==> config.mk <==
export PLATFORM = sky130hd
export DESIGN_NAME = i2csw_top
export DESIGN_NICKNAME = d
export VERILOG_FILES = /design/src/rtl/i2csw_pkg.sv /design/src/rtl/i2csw_bitsync.sv /design/src/rtl/i2csw_cond.sv /design/src/rtl/i2csw_engine.sv /design/src/rtl/i2csw_chansel.sv /design/src/rtl/i2csw_top.sv
export SDC_FILE = /design/constraint.sdc
export NUM_CORES = 1
export LEC_CHECK = 0
export BUFFER_PORTS_ARGS = -buffer_cell sky130_fd_sc_hd__buf_2
export CAP_MARGIN = 20
export CORE_UTILIZATION = 48
export CTS_CLUSTER_DIAMETER = 120
export DETAILED_ROUTE_END_ITERATION = 10
export PLACE_DENSITY_LB_ADDON = 0.12
export SYNTH_ARGS = -nofsm -noshare
export SYNTH_HDL_FRONTEND = slang
export SYNTH_SLANG_ARGS = --single-unit
==> constraint.sdc <==
create_clock -name clk -period 2.3 [get_ports clk]
set_input_delay 0.23 -clock clk [delete_from_list [all_inputs] [get_ports clk]]
set_output_delay 0.23 -clock clk [all_outputs]
set_load 0.02 [all_outputs]
==> src/rtl/i2csw_pkg.sv <==
package i2csw_pkg;

  localparam int NCH    = 4;
  localparam int BYTE_W = 8;
  localparam int HI_W   = 5;

  typedef enum logic [3:0] {
    ST_IDLE, ST_ADDR, ST_AACK, ST_WDAT, ST_WACK,
    ST_RDAT, ST_RACK, ST_RNXT, ST_SKIP
  } eng_st_t;

  // True when the received 7-bit address equals fixed high part plus straps
  function automatic logic addr_hit(input logic [6:0] rx_addr,
                                    input logic [HI_W-1:0] hi,
                                    input logic [1:0] strap);
    return rx_addr == {hi, strap};
  endfunction

  // Status byte: asserted interrupts on top, applied selection below
  function automatic logic [BYTE_W-1:0] pack_status(input logic [NCH-1:0] irq_lo,
                                                    input logic [NCH-1:0] sel);
    return {~irq_lo, sel};
  endfunction

endpackage

==> src/rtl/i2csw_bitsync.sv <==
module i2csw_bitsync #(
  parameter int W       = 2,
  parameter int STAGES  = 2,
  parameter logic RST_V = 1'b1
) (
  input  logic         clk,
  input  logic         rst_n,
  input  logic [W-1:0] d_async,
  output logic [W-1:0] q_sync
);
  logic [W-1:0] chain [STAGES];

  generate
    for (genvar s = 0; s < STAGES; s++) begin : g_stage
      always_ff @(posedge clk or negedge rst_n) begin
        if (!rst_n) chain[s] <= {W{RST_V}};
        else if (s == 0) chain[s] <= d_async;
        else chain[s] <= chain[(s == 0) ? 0 : s-1];
      end
    end
  endgenerate

  assign q_sync = chain[STAGES-1];
endmodule

==> src/rtl/i2csw_cond.sv <==
module i2csw_cond (
  input  logic clk,
  input  logic rst_n,
  input  logic scl_lvl,
  input  logic sda_lvl,
  output logic start_evt,
  output logic stop_evt,
  output logic scl_rise,
  output logic scl_fall
);
  logic scl_q, sda_q;

  always_ff @(posedge clk or negedge rst_n) begin
    if (!rst_n) begin
      scl_q <= 1'b1;
      sda_q <= 1'b1;
    end else begin
      scl_q <= scl_lvl;
      sda_q <= sda_lvl;
    end
  end

  assign start_evt = scl_q & scl_lvl & sda_q & ~sda_lvl;
  assign stop_evt  = scl_q & scl_lvl & ~sda_q & sda_lvl;
  assign scl_rise  = ~scl_q & scl_lvl;
  assign scl_fall  = scl_q & ~scl_lvl;

  AST_COND_EXCLUSIVE: assert property (@(posedge clk) disable iff (!rst_n)
    $onehot0({start_evt, stop_evt, scl_rise, scl_fall}));
endmodule

==> src/rtl/i2csw_engine.sv <==
module i2csw_engine
  import i2csw_pkg::*;
#(
  parameter logic [HI_W-1:0] ADDR_HI = 5'b11100
) (
  input  logic                 clk,
  input  logic                 rst_n,
  input  logic                 scl_lvl,
  input  logic                 sda_lvl,
  input  logic                 start_evt,
  input  logic                 stop_evt,
  input  logic                 scl_rise,
  input  logic                 scl_fall,
  input  logic [1:0]           strap,
  input  logic [BYTE_W-1:0]    status,
  output logic                 sda_oe,
  output logic                 wr_strobe,
  output logic [NCH-1:0]       wr_sel
);
  localparam int CNT_W = $clog2(BYTE_W);
  localparam logic [CNT_W-1:0] LAST_BIT = CNT_W'(BYTE_W - 1);

  eng_st_t           st;
  logic [BYTE_W-1:0] sh;
  logic [CNT_W-1:0]  cnt;
  logic              done;
  logic              rw;
  logic              hit;
  logic              byte_end;

  assign hit      = addr_hit(sh[BYTE_W-1:1], ADDR_HI, strap);
  assign byte_end = scl_fall & done;
  assign wr_strobe = (st == ST_WDAT) & byte_end;
  assign wr_sel    = sh[NCH-1:0];

  always_ff @(posedge clk or negedge rst_n) begin
    if (!rst_n) begin
      st     <= ST_IDLE;
      sh     <= '0;
      cnt    <= '0;
      done   <= 1'b0;
      rw     <= 1'b0;
      sda_oe <= 1'b0;
    end else if (start_evt) begin
      st     <= ST_ADDR;
      cnt    <= '0;
      done   <= 1'b0;
      sda_oe <= 1'b0;
    end else if (stop_evt) begin
      st     <= ST_IDLE;
      done   <= 1'b0;
      sda_oe <= 1'b0;
    end else begin
      case (st)
        ST_ADDR, ST_WDAT: begin
          if (scl_rise && !done) begin
            sh  <= {sh[BYTE_W-2:0], sda_lvl};
            cnt <= cnt + 1'b1;
            if (cnt == LAST_BIT) done <= 1'b1;
          end else if (byte_end) begin
            done <= 1'b0;
            cnt  <= '0;
            if (st == ST_ADDR) begin
              if (hit) begin
                sda_oe <= 1'b1;
                rw     <= sh[0];
                st     <= ST_AACK;
              end else begin
                st <= ST_SKIP;
              end
            end else begin
              sda_oe <= 1'b1;
              st     <= ST_WACK;
            end
          end
        end
        ST_AACK: begin
          if (scl_fall) begin
            if (rw) begin
              sh     <= status;
              sda_oe <= ~status[BYTE_W-1];
              cnt    <= '0;
              st     <= ST_RDAT;
            end else begin
              sda_oe <= 1'b0;
              st     <= ST_WDAT;
            end
          end
        end
        ST_WACK: begin
          if (scl_fall) begin
            sda_oe <= 1'b0;
            st     <= ST_WDAT;
          end
        end
        ST_RDAT: begin
          if (scl_fall) begin
            if (cnt == LAST_BIT) begin
              sda_oe <= 1'b0;
              st     <= ST_RACK;
            end else begin
              sh     <= {sh[BYTE_W-2:0], 1'b0};
              sda_oe <= ~sh[BYTE_W-2];
              cnt    <= cnt + 1'b1;
            end
          end
        end
        ST_RACK: begin
          if (scl_rise) st <= sda_lvl ? ST_SKIP : ST_RNXT;
        end
        ST_RNXT: begin
          if (scl_fall) begin
            sh     <= status;
            sda_oe <= ~status[BYTE_W-1];
            cnt    <= '0;
            st     <= ST_RDAT;
          end
        end
        default: ;
      endcase
    end
  end

  AST_DRIVE_RISES_SCL_LOW: assert property (@(posedge clk) disable iff (!rst_n)
    $past(scl_lvl) |-> ($stable(sda_oe) || !sda_oe));
  AST_SKIP_SILENT: assert property (@(posedge clk) disable iff (!rst_n)
    (st == ST_SKIP) |-> !sda_oe);
  AST_NACK_RELEASES: assert property (@(posedge clk) disable iff (!rst_n)
    (st == ST_RACK && scl_rise && sda_lvl && !start_evt) |=> (!sda_oe && st == ST_SKIP));
  AST_START_REARMS: assert property (@(posedge clk) disable iff (!rst_n)
    start_evt |=> (st == ST_ADDR && !sda_oe));
endmodule

==> src/rtl/i2csw_chansel.sv <==
module i2csw_chansel
  import i2csw_pkg::*;
(
  input  logic              clk,
  input  logic              rst_n,
  input  logic              start_evt,
  input  logic              stop_evt,
  input  logic              wr_strobe,
  input  logic [NCH-1:0]    wr_sel,
  input  logic [NCH-1:0]    irq_lvl,
  output logic [NCH-1:0]    chan_en,
  output logic [BYTE_W-1:0] status
);
  logic [NCH-1:0] pend;
  logic           pend_v;

  always_ff @(posedge clk or negedge rst_n) begin
    if (!rst_n) begin
      pend    <= '0;
      pend_v  <= 1'b0;
      chan_en <= '0;
    end else if (start_evt) begin
      pend_v <= 1'b0;
    end else if (stop_evt) begin
      if (pend_v) chan_en <= pend;
      pend_v <= 1'b0;
    end else if (wr_strobe) begin
      pend   <= wr_sel;
      pend_v <= 1'b1;
    end
  end

  assign status = pack_status(irq_lvl, chan_en);

  AST_EN_ONLY_AT_STOP: assert property (@(posedge clk) disable iff (!rst_n)
    !$stable(chan_en) |-> $past(stop_evt));
  AST_START_DROPS_PEND: assert property (@(posedge clk) disable iff (!rst_n)
    start_evt |=> !pend_v);
endmodule

==> src/rtl/i2csw_top.sv <==
module i2csw_top
  import i2csw_pkg::*;
#(
  parameter int               SYNC_STAGES = 2,
  parameter logic [HI_W-1:0]  ADDR_HI     = 5'b11100
) (
  input  logic           clk,
  input  logic           rst_n,
  input  logic           scl_i,
  input  logic           sda_i,
  input  logic [1:0]     strap_a,
  input  logic [NCH-1:0] irq_n,
  output logic           sda_oe,
  output logic [NCH-1:0] chan_en
);
  logic [1:0]        bus_lvl;
  logic [NCH-1:0]    irq_lvl;
  logic              start_evt, stop_evt, scl_rise, scl_fall;
  logic              wr_strobe;
  logic [NCH-1:0]    wr_sel;
  logic [BYTE_W-1:0] status;

  i2csw_bitsync #(.W(2), .STAGES(SYNC_STAGES), .RST_V(1'b1)) u_bus_sync (
    .clk(clk), .rst_n(rst_n), .d_async({scl_i, sda_i}), .q_sync(bus_lvl));

  i2csw_bitsync #(.W(NCH), .STAGES(SYNC_STAGES), .RST_V(1'b1)) u_irq_sync (
    .clk(clk), .rst_n(rst_n), .d_async(irq_n), .q_sync(irq_lvl));

  i2csw_cond u_cond (
    .clk(clk), .rst_n(rst_n), .scl_lvl(bus_lvl[1]), .sda_lvl(bus_lvl[0]),
    .start_evt(start_evt), .stop_evt(stop_evt),
    .scl_rise(scl_rise), .scl_fall(scl_fall));

  i2csw_engine #(.ADDR_HI(ADDR_HI)) u_engine (
    .clk(clk), .rst_n(rst_n), .scl_lvl(bus_lvl[1]), .sda_lvl(bus_lvl[0]),
    .start_evt(start_evt), .stop_evt(stop_evt),
    .scl_rise(scl_rise), .scl_fall(scl_fall),
    .strap(strap_a), .status(status),
    .sda_oe(sda_oe), .wr_strobe(wr_strobe), .wr_sel(wr_sel));

  i2csw_chansel u_chansel (
    .clk(clk), .rst_n(rst_n), .start_evt(start_evt), .stop_evt(stop_evt),
    .wr_strobe(wr_strobe), .wr_sel(wr_sel), .irq_lvl(irq_lvl),
    .chan_en(chan_en), .status(status));

  AST_RESET_QUIET: assert property (@(posedge clk)
    !rst_n |=> (chan_en == '0 && !sda_oe));
endmodule

* After elaboration in Yosys (flattened, before gate mapping) *
Index checks and enable logic that the tools add are counted.

word-level totals
  bits in registers = 41
  input bits = 10
  output and inout port bits = 5
  word-level logic and storage cells = 139

cells by class
  add/subtract/negate cells = 1
  eq/ne operators = 32
  mux-type cells = 54
  bitwise gates (word level) = 19
  reduce and logical (&&, ||, !) cells = 18

operators with widths
  operator                                             number
  two-way mux 4 bit                                    13
  two-way mux 8 bit                                    6
  one-hot mux 8 bit (4 select lines)                   1
  two-way mux 3 bit                                    10
  != test 4 x 3 -> 1 bit, second input constant        7
  one-hot mux 4 bit (6 select lines)                   1
  two-way mux 1 bit                                    21
  AND reduction 9 bit                                  2
  equality test 4 x 3 -> 1 bit, second input constant  4
  AND reduction 8 bit                                  2
  != test 3 x 2 -> 1 bit, second input constant        4
  one-hot mux 3 bit (4 select lines)                   1
  != test 2 x 1 -> 1 bit, second input constant        5
  bitwise AND 1 bit                                    9
  NOT 1 bit                                            9
  AND reduction 3 bit                                  3
  equality test 4 x 2 -> 1 bit, second input constant  2
  != test 4 bit, second input constant                 2
  nonzero test 4 bit                                   2
  nonzero test 8 bit                                   1
  equality test 7 bit                                  1
  AND reduction 7 bit                                  1
  nonzero test 7 bit                                   1
  nonzero test 3 bit                                   2
  other kinds (13)                                     14

* Depth between registers and ports, before layout *
Gate-level depths: netlist of run 1.

  depth after elaboration = 8
  gate-level depth with buffers = 6

* By module *
From an unflattened synthesis of run 1, not the netlist that was laid out.

unflattened totals
  cell total of the unflattened synthesis = 202
  area total of the unflattened synthesis = 2182.1 um^2

by module, submodules not included
  module                      instances  cells an instance  area an instance (um^2)  sequential area each (um^2)
  i2csw_engine                1          149                1326.3                   450.4
  i2csw_chansel               1          29                 407.9                    225.2
  i2csw_bitsync (u_irq_sync)  1          12                 240.2                    210.2
  i2csw_bitsync (u_bus_sync)  1          6                  120.1                    105.1
  i2csw_cond                  1          6                  87.6                     52.6

* Least setup slack after synthesis of run 1 *
Ideal clock, no wire load.

  path type = reg2reg
  start = reg u_engine.cnt[0]
  end = reg u_engine.sh[0]
  library setup time = 0.125 ns
  data arrival time = 2.173 ns
  required time = 2.175 ns
  slack = 0.003 ns
  stages on the path, launching flop included = 7
  buffers on the path = 0
  period minus slack after synthesis = 2.297 ns
  path through = dfrtp_1 ha_1 ha_1 a21bo_1 a221o_1 nor4_4 mux2_2

on the way
  cells in the longest elaborated chain, start to end = 3

RTL lines
  what                                  RTL line             text
  start: declaration                    i2csw_engine.sv:25   logic [CNT_W-1:0] cnt;
  start signal: assignment              i2csw_engine.sv:58   cnt <= cnt + 1'b1;
  start signal: assignment              i2csw_engine.sv:104  cnt <= cnt + 1'b1;
  equality test 3 bit                   i2csw_engine.sv:98   if (cnt == LAST_BIT) begin
  != test 2 bit (no source line)        --
  AND reduction 9 bit (no source line)  --
  end signal: assignment                i2csw_engine.sv:80   sh <= status;
  end signal: assignment                i2csw_engine.sv:102  sh <= {sh[BYTE_W-2:0], 1'b0};
  end signal: assignment                i2csw_engine.sv:113  sh <= status;
  end: declaration                      i2csw_engine.sv:24   logic [BYTE_W-1:0] sh;

Every way passes these cells.
A chain may end at the register's enable or synchronous reset.

* Worst setup path in the final report of run 1 *
  start = reg u_engine.cnt[0]
  end = reg u_engine.sh[4]

The elaborated chain is that of the path after synthesis.

==> results of run 1 <==
==> worst max-delay path, cell delays in order (launching register included) <==
cell and delay, ns:
sky130_fd_sc_hd__dfrtp_1 0.41, sky130_fd_sc_hd__ha_1 0.23, sky130_fd_sc_hd__ha_1 0.20, sky130_fd_sc_hd__a21bo_1 0.16, sky130_fd_sc_hd__a221o_1 0.38, sky130_fd_sc_hd__nor4_4 0.18, sky130_fd_sc_hd__buf_6 0.17, sky130_fd_sc_hd__mux2_2 0.33
==> cells in the mapped netlist, drive strengths merged, types with 3 or more instances <==
library cell	number	share of area (%)
o21ai	8	2.0
nor2b	3	0.92
nand2	12	2.2
or3b	4	1.7
mux2i	13	6.4
inv	11	2.0
mux2	19	10
nor3b	3	1.1
dfstp	14	18
xnor2	3	1.3
a21oi	9	2.2
nor2	5	0.92
dfrtp	27	33
nand2b	4	1.2
clkbuf	7	1.3
==> layout make-up <==
class	instances	area, µm²
Clock buffer	6	93.8
Clock inverter	2	16.3
Fill cell	352	1700
Inverter	11	41.3
Multi-Input combinational cell	119	926
Sequential cell	41	1040
Tap cell	50	62.6
Timing Repair Buffer	28	179
==> how the worst max path moves through the flow <==
stage                                           start                         end  cells after the start
final                     u_engine.cnt[0]$_DFFE_PN0P_  u_engine.sh[4]$_DFFE_PN0P_                      7
after global routing      u_engine.cnt[0]$_DFFE_PN0P_  u_engine.sh[4]$_DFFE_PN0P_                      7
after CTS                 u_engine.cnt[0]$_DFFE_PN0P_  u_engine.sh[4]$_DFFE_PN0P_                      7
after detailed placement  u_engine.cnt[0]$_DFFE_PN0P_  u_engine.sh[4]$_DFFE_PN0P_                      7
after global placement    u_engine.cnt[0]$_DFFE_PN0P_  u_engine.sh[4]$_DFFE_PN0P_                      7
after floorplan           u_engine.cnt[0]$_DFFE_PN0P_  u_engine.sh[0]$_DFFE_PN0P_                      6
==> power groups by stage <==
| stage | combinational (W) | clock, W | sequential, W |
|---|---|---|---|
| after detailed placement | 0.000939 | 0 | 0.00101 |
| after floorplan | 0.000740 | 0 | 0.000937 |
| final | 0.000969 | 0.000548 | 0.000999 |
| after global routing | 0.00106 | 0.000586 | 0.00102 |
| after CTS | 0.000964 | 0.000565 | 0.000998 |
| after global placement | 0.000922 | 0 | 0.00100 |
==> cell families after synthesis <==
logic type	count (synthesis)
buf+inv	19
mux	32
compound gates	38
xor+xnor	4
simple gates	43
flops	41
fa+ha+maj	2
==> sequential cells by signal (all words and copies together) (netlist names) <==
| signal | count |
|---|---|
| u_chansel.pend_v | 1 |
| u_chansel.pend | 4 |
| u_engine.sda_oe | 1 |
| u_irq_sync.chain | 4 |
| u_chansel.chan_en | 4 |
| u_irq_sync.q_sync | 4 |
| u_cond.scl_q | 1 |
| u_bus_sync.chain | 2 |
| u_bus_sync.q_sync | 2 |
| u_cond.sda_q | 1 |
| u_engine.sh | 8 |
| u_engine.cnt | 3 |
| u_engine.rw | 1 |
| u_engine.done | 1 |
| u_engine.st | 4 |
==> routing by layer <==
layer	vias up	wire length (µm)	share of wire (%)	global-route usage, %
met5	-	0	0	0
met4	0	116	2.8	12.0
met3	11	203	4.8	4.56
met2	38	1800	43	29.0
met1	711	2080	50	32.0
li1	695	-	-	-
==> metrics by stage <==
stage | power [W] | area (µm²) | cells | setup TNS [ns]
2_1_floorplan | 0.00168 | 2040 | 179 | 0
3_5_place_dp | 0.00195 | 2230 | 247 | -0.0296
6_report | 0.00252 | 2360 | 257 | 0
5_1_grt | 0.00267 | 2360 | 257 | 0
4_1_cts | 0.00253 | 2360 | 257 | 0
3_3_place_gp | 0.00193 | 2230 | 247 | 0
==> timing repair <==
item | in CTS | in global routing
setup buffers | 2 | 0
endpoints found under the setup margin | 6 | 6
hold endpoints to repair | 0 | 0
cloned | 0 | 0
resized for setup | 1 | 0
pin swaps | 0 | 1
==> results, run 1 <==
- Static timing analysis puts the maximum clock frequency at 458 MHz.
- The share of power burned in the clock network is 21.8%.
- The sort of element at the start of the critical path is a register.
- Global routing used 21.7% of the available tracks across all layers.
- Max-cap violations in this run came to 0.
- For this run, the detailed router's first-pass iteration total came to 5.
- The total inserted antenna cells is 0.
- Setup repair after global routing left no endpoint under its margin.
- Clock tree synthesis found a total of 41 sinks.
- The combinational power share is 38.5%.
- The H-tree was split into 2 levels.
- The clock input transition at the sequential cells of the worst setup and hold paths is 0.08 ns.
- Of the available clock period, the critical path in the final layout requires 94.9%.
- Of all flip-flops after synthesis, the portion carrying an async set or reset was 100%.
- The synthesized-area fraction occupied by ao, oa, aoi and oai cells is 12.6%.
- The run finished with clean final reports.
- The library cell used as clock root buffer is sky130_fd_sc_hd__clkbuf_8.
- Across the VDD grid, the largest voltage drop is 0.000515 V.
- The number of nets produced by synthesis is 191.
- The post-synthesis simple-gate area fraction is 12.9%.
- After synthesis, the largest family of logic cells by area is multiplexers.
- The final standard cell utilization of the core is 58.2%.
- For this configuration, the core starts out at a cell density of 50.4%.
- Summing the areas of all xor and xnor instances in the mapped netlist gives 1.71% of the synthesized area.
- For this run, design rule violations remaining after detail routing come to 0.
- Summed over all cells, the static leakage comes to 1.11 nW.
- Setup violations remaining at the end of the flow were counted as 0.
- The internal power is 0.00162 W.
- For the worst-skew pair, the clock arrives at the later sink with an insertion delay of 0.30 ns.
- The tightest min-delay check is of the input pin to register type.
- The critical path is of the register to register type.
- The adder-cell share of the synthesized area is 1.22%.
- The multiplexer fraction of the synthesized cell area is 16.8%.
- The actual transition at the worst max-transition pin is 0.912 ns.
- The worst reg-to-reg setup slack is 0.12 ns.
- The destination of the worst register-to-register timing path is u_engine.sh[4]$_DFFE_PN0P_.
- The worst reg2reg path startpoint is u_engine.cnt[0]$_DFFE_PN0P_.
- The peak fanout along the critical path is 8.
- The die outline width is 67.3 µm.
- The area of the placeable core is 4060 µm².
- The most used flip-flop cell after synthesis is sky130_fd_sc_hd__dfrtp_1.
- The synthesized design contains 0 enable-type register cells.
- The via count of the first global-routing pass is 1,443.
- In the final routed layout, each cell accounts on average for 16.4 µm.
- The number of cells traversed by the worst hold path is 1.
- The shortest period the worst path allows is 2.18 ns.
- After synthesis, the netlist uses 46 different library cells.
- The sequential group share of total power is 39.7%.
- Headroom to the max-slew limit came out at 39.2%.
- The synthesized netlist occupies a cell area of 2040 µm².
- Counting cells, the worst reg-to-reg path comes to 7.
- The global-route wire length before repair is 7.00 mm.
- The total overflow left after global routing is 0.
- The layout cell share with drive strength beyond 1 is 37.2%.
- For this design the ratio of total power to cell area is 1070 nW/µm².
- TritonCTS built the clock tree.
- On the final layout, the worst clock skew is 0.00757 ns.
- The number of nets in the final layout is 218.
- The number of rows in the core area is 23.
- Hold repair after CTS inserted 0 buffers.
- In this run the mean area of a mapped cell was 11.4 µm².
- For this run, the number of Yosys warnings is 0.
- The violation count after the first detailed-routing iteration is 100.
- The floorplan step defined a die boundary enclosing 4520 µm².
- The per-cell via count in the routed design is 5.66.
- The number of buffers inserted by port buffering is 14.
- Of the synthesized area, sequential elements account for 51.0%.
- STA classifies the critical path endpoint as a register.
- The end point of the most critical hold path is u_bus_sync.chain[3]$_DFF_PN1_.
- The total wire length is 4.21 mm.
- The hold violation count in the final report was 0.
- The switching power is 0.000894 W.
- The minimum setup slack in the final design is 0.118 ns.
- The total of flip-flops plus latches after synthesis is 41.
- At the end of routability-driven placement, the weighted congestion stood at 0.827.
- The share of total power consumed by net switching is 35.5%.
- The HPWL after detailed placement is 3.01 mm.
- Synthesis produced a netlist whose cell count is 179.
- The final-report max-slew violation count is 0.
- The signal arrival time at the worst endpoint is 2.37 ns.
- The origin of the worst min-delay path is scl_i.
- The library cell used most frequently in the layout, excluding fill and tap cells, is sky130_fd_sc_hd__dfrtp_1.
- In the layout the commonest cells are sky130_fd_sc_hd__dfrtp_1 (27), sky130_fd_sc_hd__mux2_2 (19), sky130_fd_sc_hd__buf_2 (14), sky130_fd_sc_hd__dfstp_2 (14).
- Buffers inserted during clock tree synthesis total 5.
- The pin count of the biggest net entering global routing is 42.
- The relative area change from synthesis to final layout is 15.5%.
- The data required time at the worst endpoint is 2.49 ns.
- The total I/O pin count is 15.
- The final route contains 1,455 vias.
- Counting along the longest clock path gives a buffer depth of 2.
- OpenSTA, run right after detailed placement, puts the worst setup slack at -0.0121 ns.
- The die height is 67.3 µm.
- The remaining antenna violation count after routing is 0.
- The number of antenna violations at the first check in global routing is 0.
- Final hold analysis gives a worst-case slack of 0.0186 ns.
Power figures use the tool's default switching activity.
==> run 2: changes to the inputs <==
CELL_PAD_IN_SITES_DETAIL_PLACEMENT = 1   (was unset)
CELL_PAD_IN_SITES_GLOBAL_PLACEMENT = 2   (was unset)
CORE_UTILIZATION = 36   (was 48)
==> run 2 against run 1 <==
Clock power decreased by 0.7%. Utilization decreased by 15 points. Non-clock buffer count decreased by 2. Hold slack improved by 0.0087 ns. Cell area increased by 0.53%. Routed wire length increased by 12%. Critical path depth unchanged. Highest routed layer unchanged.
==> results, run 2 (same netlist as run 1, synthesis figures left out) <==
- The flow ran to the end, and the final reports show no timing, DRC or antenna violations.
- The max-capacitance violation count was 0 (unchanged).
- The global-route wire length before repair is 8.17 mm (+17%).
- The layout cell share with drive strength beyond 1 is 36.6% (-0.61 points).
- The final-report max-slew violation count was 0 (unchanged).
- The number of antenna violations at the first check in global routing came to 0 (unchanged).
- The maximum cell stage delay along the critical path came to 0.40 ns (about the same).
- The number of nets in the final layout came to 216 (-0.92%).
- The die height was 77.4 µm (+15%).
- The worst setup slack after placement is -0.0180 ns (-0.00585 ns).
- The buffer levels on the longest clock path is 2 (unchanged).
- The category of the most critical setup path is register to register.
- The cell that appears most often on the critical path is sky130_fd_sc_hd__ha_1.
- The shortest period the worst path allows is 2.18 ns (-0.00210 ns).
- The signal arrival time at the worst endpoint is 2.36 ns (about the same).
- The insertion delay of the later-clocked pin in the worst-skew pair is 0.29 ns (about the same).
- The library cell used as clock root buffer is sky130_fd_sc_hd__clkbuf_8.
- The violation count after the first detailed-routing iteration was 77 (-23%).
- The endpoint kind of the worst setup timing path is a register.
- The type of the worst min-delay path is input pin to register.
- u_engine.sh holds more flip-flops than any other register.
- The worst clock skew on the final layout is 0.00434 ns (-0.00323 ns).
- The setup-violating endpoint count in the final report is 0 (unchanged).
- The pin count of the biggest net entering global routing was 42 (unchanged).
- The count of filler cells inserted in the layout is 596 (+69%).
- The minimum setup slack in the final design came to 0.120 ns (+0.00210 ns).
- The via count of the first global-routing pass was 1,658 (+15%).
- The number of rows in the core area is 27 (+17%).
- The gate family responsible for the most delay along the worst path is compound AO/OA/AOI/OAI gates.
- The CTS tree is done.
- The clock input transition at the sequential cells of the worst setup and hold paths is 0.08 ns (about the same).
- The quantity of hold-fixing buffers added after cts came to 0 (unchanged).
- The number of buffers inserted by port buffering was 14 (unchanged).
- STA classifies the critical path startpoint as a register.
- The per-cell via count in the routed design came to 5.29 (-6.5%).
- The hold violation count in the final report is 0 (unchanged).
- The final hold slack was 0.0273 ns (+0.00872 ns).
- The buffer and inverter count on the worst path was 1 (unchanged).
- The die outline width was 77.4 µm (+15%).
- The library cells used most frequently in the layout, excluding fill and tap cells, are sky130_fd_sc_hd__dfrtp_1 (27), sky130_fd_sc_hd__mux2_2 (19), sky130_fd_sc_hd__buf_2 (14), sky130_fd_sc_hd__dfstp_2 (14), sky130_fd_sc_hd__mux2i_1 (13).
- The number of design rule violations left after detail routing is 0 (unchanged).
- The iteration count of the initial detailed-routing pass is 4 (-1).
- The H-tree depth is 2 (unchanged).
- The clock sink count was 41 (unchanged).
- The half-perimeter wire length after detailed placement was 3.42 mm (+14%).
- Relative to the synthesized area, the layout overhead comes to 16.2%.
- The area of the placeable core is 5510 µm² (+36%).
- The final sum of negative setup slack is 0 ns (unchanged).
- The flip-flop count of the largest register after layout came to 8 (unchanged).
- The via count of the routed design is 1,466 (+0.76%).
- The total routing usage reported by global routing was 17.7% (-3.9 points).
- The peak supply drop came to 0.000419 V (-19%).
- The slowest cell on the critical path is sky130_fd_sc_hd__dfrtp_1.
- The final standard cell utilization of the core is 43.1% (-15 points).
- The total wire length was 4.70 mm (+12%).
- The per-cell routed wire length came to 17.0 µm (+3.8%).
- The top achievable clock speed is 459 MHz (about the same).
- The CTS buffer count came to 5 (unchanged).
- The area of the die came to 5980 µm² (+32%).
- The initial core utilization is 37.1% (-13 points).
- The total inserted antenna cells is 0 (unchanged).
- The actual transition at the worst max-transition pin came to 0.923 ns (+0.0114 ns).
- The total congestion overflow is 0 (unchanged).
- The data required time at the worst endpoint is 2.48 ns (about the same).
- The remaining antenna violation count after routing was 0 (unchanged).
- The most common cell after layout, fill and taps aside is sky130_fd_sc_hd__dfrtp_1.
- Setup repair after global routing left no endpoint under its margin.
- The peak fanout along the critical path was 7 (-1).
- The signal on the critical path passes through ha_1, ha_1, a21bo_1, a221o_1, nor4_4, buf_6, mux2_2.
- The final clock period utilization by the worst path is 94.8% (about the same).
- The power per cell area is 1060 nW/µm² (-0.68%).
- The worst slew slack as a fraction of its limit came to 38.5% (-0.76 points).
- The leakage power summed over all cells is 1.10 nW (-0.85%).
- The global placer's final weighted congestion is 0.816 (-1.4%).
- The total I/O pin count is 15 (unchanged).
## run 2: changes by cell type in the layout (fill, tap and decap cells not counted)
cell	previous run	this run
sky130_fd_sc_hd__buf_4	13	11
## run 2: report_power, final
part,switching [W],internal (W)
clock,0.000263,0.000281
sequential,0.000130,0.000848
combinational,0.000508,0.000483
total,0.000901,0.00161
## run 2: what timing repair did
action,4_1_cts,5_1_grt
gates cloned,0,0
endpoints found under the setup margin,6,8
pin swaps,0,1
resized for setup,1,0
buffers inserted,1,0
## run 2: worst paths after layout
| kind | start | end | slack [ns] | cells after the start |
|---|---|---|---|---|
| setup / recovery | u_engine.cnt[0]$_DFFE_PN0P_ | u_engine.sh[4]$_DFFE_PN0P_ | 0.12 | 7 |
| max in group asynchronous | rst_n | u_engine.done$_DFFE_PN0P_ | 1.65 | 1 |
| hold reg to reg | u_bus_sync.chain[2]$_DFF_PN1_ | u_bus_sync.q_sync[0]$_DFF_PN1_ | 0.36 | 0 |
| min in group asynchronous | rst_n | u_engine.st[0]$_DFFE_PN0P_ | 0.06 | 1 |
| hold / removal | scl_i | u_bus_sync.chain[3]$_DFF_PN1_ | 0.03 | 1 |
| setup reg to reg | u_engine.cnt[0]$_DFFE_PN0P_ | u_engine.sh[4]$_DFFE_PN0P_ | 0.12 | 7 |
## run 2: area by class of cell
class	count	area (µm²)	area share (%)
sequential	41	1040	43.9
clock buffer	6	93.8	3.95
clock inverter	2	16.3	0.685
tap	72	90.1	3.79
inverter	11	41.3	1.74
timing repair buffer	26	164	6.90
multi-input combinational	119	926	39.0
## run 2: stage by stage
step	instance area, µm²	total power (W)	cells
after floorplan	2040	0.00168	179
after global placement	2250	0.00193	268
after detailed placement	2250	0.00197	268
after CTS	2370	0.00254	277
after global routing	2370	0.00269	277
final	2370	0.00251	277
## run 2: routing by layer
layer  routed length [µm]  GRT usage [%]  vias up
li1                     -              -      687
met4                   63           6.42        0
met3                  132           3.88        7
met1                 2010           21.0      749
met2                 2490           31.3       23
met5                    0              0        -
==> run 3: changes to the inputs <==
ABC_AREA = 1   (was unset)
CORE_ASPECT_RATIO = 1.2   (was unset)
CORE_UTILIZATION = 33   (was 36)
==> run 3 against run 2 <==
Critical endpoint is now u_engine.st[0]$_DFFE_PN0P_. Largest cell class unchanged. Highest routed layer unchanged. Power increased by 14%. First-iteration DRC count decreased by 36%. Via count increased by 9.0%. Sequential share of layout area increased by 0.68 points. Non-clock buffer count decreased by 12. Sequential cell count unchanged. Clock-buffer cell count increased by 1. Area after synthesis increased by 1.8%.
==> results, run 3 <==
- The flow ran to the end, and the final reports show no timing, DRC or antenna violations.
- The layout cell share with drive strength beyond 1 is 28.4% (-8.2 points).
- The post-cts gate resize count is 0 (-1).
- The number of buffers inserted by port buffering is 14 (unchanged).
- The most common cell after layout, fill and taps aside is sky130_fd_sc_hd__nand2_1.
- The insertion delay of the later-clocked pin in the worst-skew pair is 0.29 ns (about the same).
- In the post-synthesis netlist, the biggest area contributors are sky130_fd_sc_hd__dfrtp_1 (32%), sky130_fd_sc_hd__dfstp_2 (18%), sky130_fd_sc_hd__nand2_1 (10%), sky130_fd_sc_hd__inv_1 (4.5%), sky130_fd_sc_hd__nand3_1 (4.1%).
- The violation count after the first detailed-routing iteration is 49 (-36%).
- The setup-violating endpoint count in the final report came to 0 (unchanged).
- The switching power is 0.00124 W (+38%).
- STA classifies the critical path endpoint as a register.
- By instance count, the cell type seen most on the critical path is sky130_fd_sc_hd__nand2_1.
- The synthesized area per cell is 8.78 µm² (-23%).
- The area after detailed placement came to 2220 µm² (-1.4%).
- The power per cell area is 1230 nW/µm² (+16%).
- The number of nets produced by synthesis is 249 (+30%).
- The path depth of the worst reg2reg path came to 10 (+3).
- The sequential group share of total power came to 34.0% (-4.9 points).
- The hold violation count in the final report is 0 (unchanged).
- The synthesized-area fraction occupied by ao, oa, aoi and oai cells is 12.6% (+0.021 points).
- The gate family responsible for the most delay along the worst path is simple AND/OR/NAND/NOR gates.
- Routed signal wires occupy layers up through met4.
- The post-synthesis simple-gate area fraction is 27.1% (+14 points).
- The maximum cell stage delay along the critical path was 0.53 ns (+0.13 ns).
- The clock input transition at the sequential cells of the worst setup and hold paths is 0.08 ns (about the same).
- The most common cell in the netlist is sky130_fd_sc_hd__nand2_1.
- The share of total power consumed by net switching is 43.1% (+7.3 points).
- The synthesized-area fraction occupied by xor and xnor cells is 0% (-1.7 points).
- The final hold slack is 0.0289 ns (+0.00161 ns).
- The post-route cell area came to 2340 µm² (-1.5%).
- The initial core utilization is 34.4% (-2.7 points).
- The iteration count of the initial detailed-routing pass is 4 (unchanged).
- The total routing usage reported by global routing is 16.8% (-0.93 points).
- The proportion of register bits with asynchronous set or reset after synthesis is 100% (unchanged).
- The peak supply drop is 0.000389 V (-7.0%).
- The share of power burned in the clock network is 21.0% (-0.6 points).
- The type of the worst min-delay path is input pin to register.
- The peak fanout along the critical path is 6 (-1).
- The buffer levels on the longest clock path is 2 (unchanged).
- The library cell used as clock root buffer is sky130_fd_sc_hd__clkbuf_8.
- The total of flip-flops plus latches after synthesis was 41 (unchanged).
- The final clock period utilization by the worst path was 79.8% (-15 points).
- The category of the most critical setup path is register to register.
- In the synthesized netlist the dominant register cell turns out to be sky130_fd_sc_hd__dfrtp_1.
- The wire length on met3 is 95 µm (-28%).
- The flip-flop count of the largest register after layout was 8 (unchanged).
- Setup repair after global routing left no endpoint under its margin.
- The total routed wire length on the met1 layer is 2.09 mm (+4.0%).
- The multiplexer fraction of the synthesized cell area is 2.16% (-15 points).
- The number of cells traversed by the worst hold path was 1 (unchanged).
- The pin count of the biggest net entering global routing is 42 (unchanged).
- The half-perimeter wire length after detailed placement is 3.67 mm (+7.0%).
- The distinct cell type count after synthesis came to 27 (-41%).
- The H-tree depth came to 2 (unchanged).
- The total wire length was 4.78 mm (+1.6%).
- The actual transition at the worst max-transition pin is 0.893 ns (-0.0296 ns).
- The per-cell via count in the routed design is 4.71 (-11%).
- u_engine.sh holds more flip-flops than any other register.
- The leakage power summed over all cells came to 1.16 nW (+5.7%).
- The number of rows in the core area came to 31 (+15%).
- The largest family of logic cells by synthesized area is simple AND/OR/NAND/NOR gates.
- Compared with the post-synthesis result, the final layout area differs by 12.4%.
- The max-capacitance violation count is 0 (unchanged).
- The final sum of negative setup slack is 0 ns (unchanged).
- The top achievable clock speed was 545 MHz (+19%).
- The die height is 89.0 µm (+15%).
- The shortest period the worst path allows was 1.83 ns (-0.345 ns).
- The clock sink count is 41 (unchanged).
- Summed over all instances, the cell type with the most area after synthesis is sky130_fd_sc_hd__dfrtp_1.
- The adder-cell share of the synthesized area came to 1.20% (-0.021 points).
- The internal power came to 0.00164 W (+1.4%).
- The via count of the routed design is 1,598 (+9.0%).
- The via count of the first global-routing pass was 1,657 (-0.060%).
- The slowest cell on the critical path is sky130_fd_sc_hd__dfstp_2.
- The total I/O pin count is 15 (unchanged).
- The die outline width is 74.5 µm (-3.7%).
- In the layout the commonest cells are sky130_fd_sc_hd__nand2_1 (56), sky130_fd_sc_hd__dfrtp_1 (27), sky130_fd_sc_hd__inv_1 (25), sky130_fd_sc_hd__nor2_1 (19), sky130_fd_sc_hd__nand3_1 (17).
- The number of antenna violations at the first check in global routing is 0 (unchanged).
- The worst clock skew on the final layout is 0.00361 ns (-0.000728 ns).
- The final-report max-slew violation count came to 0 (unchanged).
- The total inserted antenna cells is 0 (unchanged).
- Walking the worst path, the cells encountered are inv_1, nor2_2, inv_1, nor2_1, nor2_1, a21oi_2, nand2_2, nand2_1, nand2_1, nand2_1.
- The global-route wire length before repair came to 8.09 mm (-0.93%).
- The remaining antenna violation count after routing is 0 (unchanged).
- The data required time at the worst endpoint is 2.54 ns (+0.06 ns).
- The critical path depth is 10 (+3).
- The number of enable-type register cells in the synthesized netlist is 0 (unchanged).
- The quantity of hold-fixing buffers added after cts is 0 (unchanged).
- The number of nets in the final layout is 268 (+24%).
- The area of the placeable core came to 6050 µm² (+9.9%).
- The total congestion overflow is 0 (unchanged).
- The CTS tree is done.
- The synthesized cell area is 2080 µm² (+1.8%).
- The signal arrival time at the worst endpoint is 2.07 ns (-0.29 ns).
- The detailed-routed wire length on met2 came to 2.45 mm (-1.9%).
- The number of design rule violations left after detail routing was 0 (unchanged).
- The count of filler cells inserted in the layout was 757 (+27%).
- The part of the Yosys area used for sequential elements is 50.2% (-0.89 points).
- The warning count from the yosys run is 0 (unchanged).
- The post-CTS setup repair buffer count was 0 (-1).
- The buffer and inverter count on the worst path was 2 (+1).
- The CTS buffer count was 5 (unchanged).
- STA classifies the critical path startpoint as a register.
- The combinational power share is 45.0% (+5.5 points).
- The area share of the largest cell type after synthesis is 32.5% (-0.58 points).
- The gate count of the mapped netlist is 237 (+32%).
- The worst slew slack as a fraction of its limit is 40.4% (+2.0 points).
- By count the netlist is led by sky130_fd_sc_hd__nand2_1 (56), sky130_fd_sc_hd__dfrtp_1 (27), sky130_fd_sc_hd__inv_1 (25).
- The per-cell routed wire length is 14.1 µm (-17%).
- The area of the die is 6630 µm² (+11%).
- The global placer's final weighted congestion is 0.785 (-3.8%).
- The final standard cell utilization of the core came to 38.6% (-4.5 points).
## run 3: path summary, 6_finish.rpt
| check | start | endpoint | slack [ns] |
|---|---|---|---|
| worst max-delay path | u_cond.scl_q$_DFF_PN1_ | u_engine.st[0]$_DFFE_PN0P_ | 0.47 |
| worst min-delay path | irq_n[1] | u_irq_sync.chain[5]$_DFF_PN1_ | 0.03 |
| worst max register to register | u_cond.scl_q$_DFF_PN1_ | u_engine.st[0]$_DFFE_PN0P_ | 0.47 |
| worst min register to register | u_bus_sync.chain[3]$_DFF_PN1_ | u_bus_sync.q_sync[1]$_DFF_PN1_ | 0.36 |
| max in group asynchronous | rst_n | u_chansel.chan_en[0]$_DFFE_PN0P_ | 1.68 |
| min in group asynchronous | rst_n | u_engine.st[0]$_DFFE_PN0P_ | 0.05 |
## run 3: worst register-to-register path, cell delays in order (launching register included)
cell and delay, ns:
sky130_fd_sc_hd__dfstp_2 0.53, sky130_fd_sc_hd__inv_1 0.07, sky130_fd_sc_hd__nor2_2 0.16, sky130_fd_sc_hd__inv_1 0.12, sky130_fd_sc_hd__nor2_1 0.24, sky130_fd_sc_hd__nor2_1 0.08, sky130_fd_sc_hd__a21oi_2 0.20, sky130_fd_sc_hd__nand2_2 0.14
sky130_fd_sc_hd__nand2_1 0.11, sky130_fd_sc_hd__nand2_1 0.06, sky130_fd_sc_hd__nand2_1 0.06
## run 3: cell families after synthesis
kind of cell / after synthesis
AO/OA/AOI/OAI: 40
adder cells (fa/ha/maj): 2
buffers and inverters: 31
flip-flops: 41
multiplexers: 4
AND/OR/NAND/NOR: 119
## run 3: per-layer routing
layer | track usage (%) | up-vias
li1 | - | 801
met1 | 19.8 | 771
met2 | 29.5 | 17
met3 | 3.04 | 9
met4 | 7.38 | 0
met5 | 0 | -
## run 3: metrics by stage
step	power, W	setup WS [ns]	std cells
after floorplan	0.00205	0.801	237
after global placement	0.00231	0.444	331
after detailed placement	0.00231	0.462	331
after CTS	0.00293	0.443	339
after global routing	0.00312	0.233	339
final	0.00287	0.466	339
## run 3: power by group through the flow
| stage | Clock, W | Sequential (W) | Combinational [W] |
|---|---|---|---|
| floorplan | 0 | 0.000979 | 0.00108 |
| global placement | 0 | 0.000992 | 0.00132 |
| detailed placement | 0 | 0.000994 | 0.00132 |
| CTS | 0.000624 | 0.000983 | 0.00132 |
| global route | 0.000642 | 0.00100 | 0.00148 |
| finish | 0.000603 | 0.000978 | 0.00129 |
## run 3: area by class of cell
cell class / instances / area (µm²) / share of cell area [%]
repair buffers: 14 / 70.1 / 3.00
multi-input cells: 165 / 897 / 38.4
inverters: 29 / 109 / 4.65
clock inverters: 1 / 30.0 / 1.28
clock buffers: 7 / 86.3 / 3.69
flip-flops and latches: 41 / 1040 / 44.6
well taps: 82 / 103 / 4.39
